**config.mk**
```make
export PLATFORM = sky130hd
export DESIGN_NAME = agu_top
export DESIGN_NICKNAME = d
export VERILOG_FILES = /design/src/rtl/agu_pkg.sv /design/src/rtl/agu_offset_adder.sv /design/src/rtl/agu_decode.sv /design/src/rtl/agu_branch_eval.sv /design/src/rtl/agu_top.sv
export SDC_FILE = /design/constraint.sdc
export NUM_CORES = 1
export LEC_CHECK = 0
export BUFFER_PORTS_ARGS = -buffer_cell sky130_fd_sc_hd__buf_2
export CORE_MARGIN = 2
export CORE_UTILIZATION = 45
export DETAILED_ROUTE_END_ITERATION = 7
export HOLD_SLACK_MARGIN = 0.06
export PLACE_DENSITY = 0.7
export SYNTH_ARGS = -nofsm -noshare
export SYNTH_HDL_FRONTEND = slang
export SYNTH_HIERARCHICAL = 1
export SYNTH_SLANG_ARGS = --single-unit
```
**constraint.sdc**
```tcl
create_clock -name clk -period 5.9 [get_ports clk]
set_clock_uncertainty 0.05 [all_clocks]
set_input_delay 0.885 -clock clk [delete_from_list [all_inputs] [get_ports clk]]
set_output_delay 0.885 -clock clk [all_outputs]
set_load 0.005 [all_outputs]
```
**src/rtl/agu_pkg.sv**
```systemverilog
package agu_pkg;

    localparam int unsigned DATA_W  = 16;
    localparam int unsigned OPC_W   = 4;

    typedef enum logic [1:0] {
        MAR_PCREL = 2'd0,
        MAR_BASE  = 2'd1,
        MAR_VEC   = 2'd2
    } mar_src_e;

    typedef enum logic [1:0] {
        PC_SEQ   = 2'd0,
        PC_ADDER = 2'd1,
        PC_REG   = 2'd2,
        PC_BUS   = 2'd3
    } pc_src_e;

    localparam logic [OPC_W-1:0] OP_BR  = 4'b0000;
    localparam logic [OPC_W-1:0] OP_LD  = 4'b0010;
    localparam logic [OPC_W-1:0] OP_ST  = 4'b0011;
    localparam logic [OPC_W-1:0] OP_LDR = 4'b0110;
    localparam logic [OPC_W-1:0] OP_STR = 4'b0111;
    localparam logic [OPC_W-1:0] OP_LDI = 4'b1010;
    localparam logic [OPC_W-1:0] OP_STI = 4'b1011;
    localparam logic [OPC_W-1:0] OP_JMP = 4'b1100;
    localparam logic [OPC_W-1:0] OP_LEA = 4'b1110;
    localparam logic [OPC_W-1:0] OP_TRP = 4'b1111;

endpackage

```
**src/rtl/agu_offset_adder.sv**
```systemverilog
module agu_offset_adder #(
    parameter int unsigned W     = 16,
    parameter int unsigned OFF_W = 9
) (
    input  logic [W-1:0]     base,
    input  logic [OFF_W-1:0] off,
    output logic [W-1:0]     sum
);
    localparam int unsigned EXT_W = W - OFF_W;

    logic [W-1:0] off_ext;

    always_comb begin
        off_ext = {{EXT_W{off[OFF_W-1]}}, off};
        sum     = base + off_ext;
    end
endmodule

```
**src/rtl/agu_decode.sv**
```systemverilog
module agu_decode
    import agu_pkg::*;
(
    input  logic [OPC_W-1:0] opcode,
    input  logic             cond_hit,
    output mar_src_e         mar_sel,
    output pc_src_e          pc_sel,
    output logic             taken
);
    always_comb begin
        mar_sel = MAR_PCREL;
        pc_sel  = PC_SEQ;
        taken   = 1'b0;
        unique case (opcode)
            OP_BR: begin
                if (cond_hit) begin
                    pc_sel = PC_ADDER;
                    taken  = 1'b1;
                end
            end
            OP_LDR, OP_STR: mar_sel = MAR_BASE;
            OP_JMP:         pc_sel  = PC_REG;
            OP_TRP: begin
                mar_sel = MAR_VEC;
                pc_sel  = PC_BUS;
            end
            default: ;
        endcase
    end
endmodule

```
**src/rtl/agu_branch_eval.sv**
```systemverilog
module agu_branch_eval #(
    parameter int unsigned CC_W = 3
) (
    input  logic [CC_W-1:0] mask,
    input  logic [CC_W-1:0] cc,
    output logic            hit
);
    always_comb hit = |(mask & cc);
endmodule

```
**src/rtl/agu_top.sv**
```systemverilog
module agu_top
    import agu_pkg::*;
#(
    parameter int unsigned W      = 16,
    parameter int unsigned PCOFF_W = 9,
    parameter int unsigned BOFF_W  = 6,
    parameter int unsigned VEC_W   = 8,
    parameter int unsigned CC_W    = 3
) (
    input  logic          clk,
    input  logic          rst_n,
    input  logic [W-1:0]  instr,
    input  logic [W-1:0]  pc_inc,
    input  logic [W-1:0]  base_val,
    input  logic [W-1:0]  bus_val,
    input  logic [CC_W-1:0] flags,
    output logic [W-1:0]  eff_addr,
    output logic [W-1:0]  lea_val,
    output logic [W-1:0]  next_pc,
    output logic          br_taken
);
    localparam int unsigned OPC_LSB  = W - OPC_W;
    localparam int unsigned MASK_LSB = PCOFF_W;

    logic [W-1:0] pcrel_sum, base_sum, vec_ext;
    logic         cond_hit, taken_d;
    mar_src_e     mar_sel;
    pc_src_e      pc_sel;
    logic [W-1:0] ea_d, npc_d;

    agu_offset_adder #(.W(W), .OFF_W(PCOFF_W)) u_pcrel (
        .base (pc_inc),
        .off  (instr[PCOFF_W-1:0]),
        .sum  (pcrel_sum)
    );

    agu_offset_adder #(.W(W), .OFF_W(BOFF_W)) u_based (
        .base (base_val),
        .off  (instr[BOFF_W-1:0]),
        .sum  (base_sum)
    );

    agu_branch_eval #(.CC_W(CC_W)) u_br (
        .mask (instr[MASK_LSB +: CC_W]),
        .cc   (flags),
        .hit  (cond_hit)
    );

    agu_decode u_dec (
        .opcode   (instr[OPC_LSB +: OPC_W]),
        .cond_hit (cond_hit),
        .mar_sel  (mar_sel),
        .pc_sel   (pc_sel),
        .taken    (taken_d)
    );

    always_comb begin
        vec_ext = {{(W-VEC_W){1'b0}}, instr[VEC_W-1:0]};
        unique case (mar_sel)
            MAR_BASE: ea_d = base_sum;
            MAR_VEC:  ea_d = vec_ext;
            default:  ea_d = pcrel_sum;
        endcase
        unique case (pc_sel)
            PC_ADDER: npc_d = pcrel_sum;
            PC_REG:   npc_d = base_val;
            PC_BUS:   npc_d = bus_val;
            default:  npc_d = pc_inc;
        endcase
    end

    always_ff @(posedge clk) begin
        if (!rst_n) begin
            eff_addr <= '0;
            lea_val  <= '0;
            next_pc  <= '0;
            br_taken <= 1'b0;
        end else begin
            eff_addr <= ea_d;
            lea_val  <= pcrel_sum;
            next_pc  <= npc_d;
            br_taken <= taken_d;
        end
    end
endmodule

```
---- Word level (Yosys, flattened, before mapping) ----
Cells that the tools add are included.
W data, S select, Z words.
storage, ports and cells
  bits in registers ....................... 49
  input port bits ......................... 69
  output and inout port bits .............. 49
  word-level logic and storage cells ...... 26
operators by class
  $add $sub $neg .......................... 2
  equal/unequal tests ..................... 9
  muxes and demuxes ....................... 6
  bitwise operators ....................... 1
  reductions and logical operators ........ 4
operators by type and width
  operator              number
  $pmux W16 S3          1
  $add A16 B16 Y16      2
  $pmux W16 S2          1
  $eq A4 B3 Y1 const B  2
  $eq A4 B4 Y1 const B  2
  $eq A2 B2 Y1 const B  3
  $pmux W2 S3           1
  $eq A2 B1 Y1 const B  2
  $logic_not A4 Y1      1
  $pmux W2 S2           1
  $and A3 B3 Y3         1
  $reduce_or A3 Y1      1
  $mux W1               2
  $reduce_and A2 Y1     1
  $reduce_or A2 Y1      1

---- Depth between registers and ports, before layout ----
  word-level depth ........................ 6
  gate-level depth with buffers ........... 9
  mapped depth without buffers ............ 9

---- Hierarchy ----
Netlist, hierarchy kept.
modules (own cells, without submodules)
  module            instances  cells an instance  area each (um^2)  sequential area each (um^2)
  agu_top           1          184                1993.2            980.9
  agu_offset_adder  2          98                 724.4             0.0
  agu_decode        1          11                 58.8              0.0
  agu_branch_eval   1          2                  13.8              0.0

---- Worst setup path after synthesis ----
Ideal clock, no wire load.
  path kind ............................... in2reg
  start point ............................. in pc_inc[0]
  end point ............................... reg next_pc[10]
  library setup time ...................... 0.123 ns
  data arrival time ....................... 2.754 ns
  data required time ...................... 5.727 ns
  setup slack ............................. 2.972 ns
  stages on the path ...................... 9
  path buffers ............................ 0
  cells stage by stage .................... ha_1 -> fa_1 -> a21o_2 -> a311oi_2 -> o21ai_0 -> a311oi_1 -> nor3_1 -> mux2i_1 -> o22ai_1
on the way
  cells in the longest elaborated chain, start to end .. 2
ends and longest elaborated chain
  element               line                    source
  from (decl)           agu_top.sv:13           input logic [W-1:0] pc_inc,
  $add A16 B16 Y16      agu_offset_adder.sv:15  sum = base + off_ext;
  via pcrel_sum[10]     agu_top.sv:25           logic [W-1:0] pcrel_sum, base_sum, vec_ext;
  $pmux W16 S3          agu_top.sv:64           unique case (pc_sel)
  to (signal assigned)  agu_top.sv:81           next_pc <= npc_d;
  to (decl)             agu_top.sv:19           output logic [W-1:0] next_pc,
The timed path passes the listed nets, and every way through them passes these cells.
A chain may end at the register's enable or synchronous reset.

---- Final worst setup path ----
  start point ............................. in instr[0]
  end point ............................... reg next_pc[10]
on the way
  cells in the longest elaborated chain, start to end .. 2
ends and longest elaborated chain
  element            line                    source
  from (decl)        agu_top.sv:12           input logic [W-1:0] instr,
  $add A16 B16 Y16   agu_offset_adder.sv:15
  via pcrel_sum[10]  agu_top.sv:25
  $pmux W16 S3       agu_top.sv:64
The timed path passes the listed nets, and every way through them passes these cells.

==> flow_summary.ini <==
[final_layout]
nNetsFinal = 605
fin_area_um2 = 4230
n_antenna_cell = 0
area.growth.synth_to_final_pct = 20.3
finalNonFillerCells = 605
drive_above_1_share_pct = 28.0
final_util_pct = 55.3

[global_route]
busiest_layer = met2
grt_start_max_net_pins = 36
grt_usage_pct = 22.4
use_met1_pct = 31.8
grt_pass1_vias = 3050
grtUsageMet3_pct = 2.36
gr-total-overflow = 0
met2_usage_pct = 36.7
grt_pass1_wl_mm = 15.2
antenna_found_initial = 0

[worst_setup_path]
critPathBufInv = 1
cp_top_family = compound AO/OA/AOI/OAI gates
startpoint = instr[0]
worst_setup_path_end_kind = flip-flop
crit_cells = 10
cp_slowest_cell = fa_1
path_cells = buf_2 > ha_1 > fa_1 > a21o_2 > a311oi_2 > o21ai_0 > a311oi_1 > nor3_1 > mux2i_1 > o22ai_1
start_kind = input pin
critical-path-max-stage-delay_ps = 420
crit_type = input pin to flip-flop
path_max_fanout = 3
arrival_ps = 3130
cp-endpoint = next_pc[10]
crit_required_ps = 6020

[die]
core_area_um2 = 7650
die_area_um2 = 8530
die_w_um = 92.4
die_y_um = 92.4
io_pins = 118
rows = 32
start_util_pct = 46.0

[timing]
timing.fmax_ghz = 0.332
final-hold-violation-count = 0
slew_headroom_pct = 32.6
worst_pin_slew_ps = 1010
setup_tns_ps = 0
rsz0062_at_grt = no
fin_crit_ps = 3010
min_period_over_period_pct = 51.0
setup_viol = 0
slew_viol_final = 0

[detailed_routing]
dr.pass1.iters = 5
postRouteAntennaNets = 0
dr.first_iter.drc_count = 295
drcViolationCount = 0
vias_per_cell = 5.53
wl_per_cell_um = 16.3
wirelength_mm = 9.85
routed-via-count = 3348

[flow_run]
maxCapViolations = 0

[cts]
post_cts_buffers = 0
clkTransAtPathRegs_ps = 100
ctsResizeCount = 0
hold_buffers = 0
cts_tree = built
clockBufferDepth = 2
cts_made_buffers = 5
cts.sinks = 49
cts_htree_levels = 2
cts-root-buf = clkbuf_8

[synthesis]
yosysSeqAreaShare_pct = 27.9
muxShareOfSynthArea_pct = 9.68
synthAdderAreaFrac_pct = 12.5
yosys.area_share.simple_pct = 16.1
synthCells = 393
synth_area_um2 = 3510
synth_top_area_share_pct = 27.9
synth.largest_area_cell = dfxtp_1
ys_warn_count = 6
synth_top_family_by_area = compound AO/OA/AOI/OAI gates
synth_area_leaders = dfxtp_1 28%, ha_1 11%, mux2i_1 9.7%, a21oi_1 5.0%, xnor2_1 5.0%
ys_seq_elements = 49
syn-num-nets = 496
ys_types = 44
synth_compound_area_share_pct = 22.4
avgSynthCellArea_um2 = 8.94
synth_xor_xnor_area_share_pct = 7.48

[power_and_ir_drop]
cellLeakagePower_nw = 1.93
p_int_mw = 0.613
finalPower_mw = 0.926
p_sw_share_pct = 33.8
vdd_drop_max_v = 0.0000795
p_sw_mw = 0.313
p_clk_share_pct = 21.4
powerDensity_nw_per_um2 = 219
seq_power_share_pct = 40.9
p_comb_share_pct = 37.7

[placed_design]
hpwl_mm = 7.79
port_buffers = 117
dpl.cell_count = 597
place_congestion = 0.928
dpl_cell_area_um2 = 4140

[min_path]
worstHoldPathCells = 3
hold_class = input pin to flip-flop

[run_status]
outcome = finished clean
power groups by stage:
stage               clock, mW  sequential (mW)  combinational (mW)
floorplan                   0            0.392               0.221
global placement            0            0.387               0.339
detailed placement          0            0.387               0.344
CTS                     0.202            0.379               0.346
global route            0.218            0.382               0.385
finish                  0.198            0.379               0.349
per-stage QoR:
stage / hold slack [ps] / setup slack (ps)
4_1_cts: 816 / 2930
5_1_grt: 816 / 2790
2_1_floorplan: 989 / 2970
6_report: 819 / 2890
3_3_place_gp: 1120 / 2660
3_5_place_dp: 1130 / 2600
cell families after synthesis:
family / after synthesis
AOI/OAI and AO/OA: 115
and+or+nand+nor: 106
DFF: 49
muxes: 34
adders and majority gates: 34
xor gates and xnor gates: 30
buffers and inverters: 25
per-layer routing:
layer,vias up,share of wire [%]
met4,0,1.1
met5,-,0
met3,8,6.3
li1,1667,-
met2,141,45
met1,1532,47
cell usage in the layout, fill, tap and decap left out, types with 7 or more instances in the layout:
cell type | synthesis | layout
and3_1 | 10 | 10
a21oi_1 | 35 | 34
o21ai_0 | 16 | 16
ha_1 | 32 | 32
xnor2_1 | 20 | 20
nand2_1 | 30 | 30
nor2_1 | 7 | 7
dfxtp_1 | 49 | 49
mux2i_1 | 34 | 34
buf_2 | 4 | 117
inv_1 | 9 | 9
xor2_1 | 10 | 10
and2_1 | 17 | 17
nand3b_1 | 8 | 8
o22ai_1 | 18 | 18
a21boi_0 | 8 | 8
nand3_1 | 8 | 8
nand2b_1 | 10 | 10
worst min-delay path by stage:
stage | from | end
final | bus_val[14] | next_pc[14]
after global routing | bus_val[14] | next_pc[14]
after CTS | bus_val[9] | next_pc[9]
after detailed placement | bus_val[9] | next_pc[9]
after global placement | bus_val[14] | next_pc[14]
after floorplan | rst_n | eff_addr[10]
registers in the layout (all words and copies together), names as in the netlist:
signal    flops
br_taken      1
eff_addr     16
lea_val      16
next_pc      16
synthesized netlist by cell type (all sizes together):
library cell / n
ha: 32
clkbuf: 6
nand2b: 10
or3: 1
mux2i: 34
nor2b: 4
dfxtp: 49
o211ai: 6
a21o: 6
a21oi: 35
inv: 9
o22ai: 19
a211o: 2
nor3b: 2
xor2: 10
buf: 10
a221o: 8
nor3: 6
nor2: 7
a211oi: 2
fa: 2
or2: 3
nand3b: 8
a222oi: 1
and2: 17
o21ai: 16
xnor2: 20
o21bai: 4
nand2: 30
and3: 10
a31oi: 2
a21boi: 8
nand3: 8
a311oi: 4
o41ai: 2
layout make-up:
cell class | instances | area (um2)
Sequential cell | 49 | 981
Clock buffer | 6 | 72.6
Inverter | 9 | 33.8
Tap cell | 102 | 128
Timing Repair Buffer | 118 | 593
Clock inverter | 2 | 15.0
Fill cell | 738 | 3420
Multi-Input combinational cell | 319 | 2410
(Power assumes the default switching activity.)
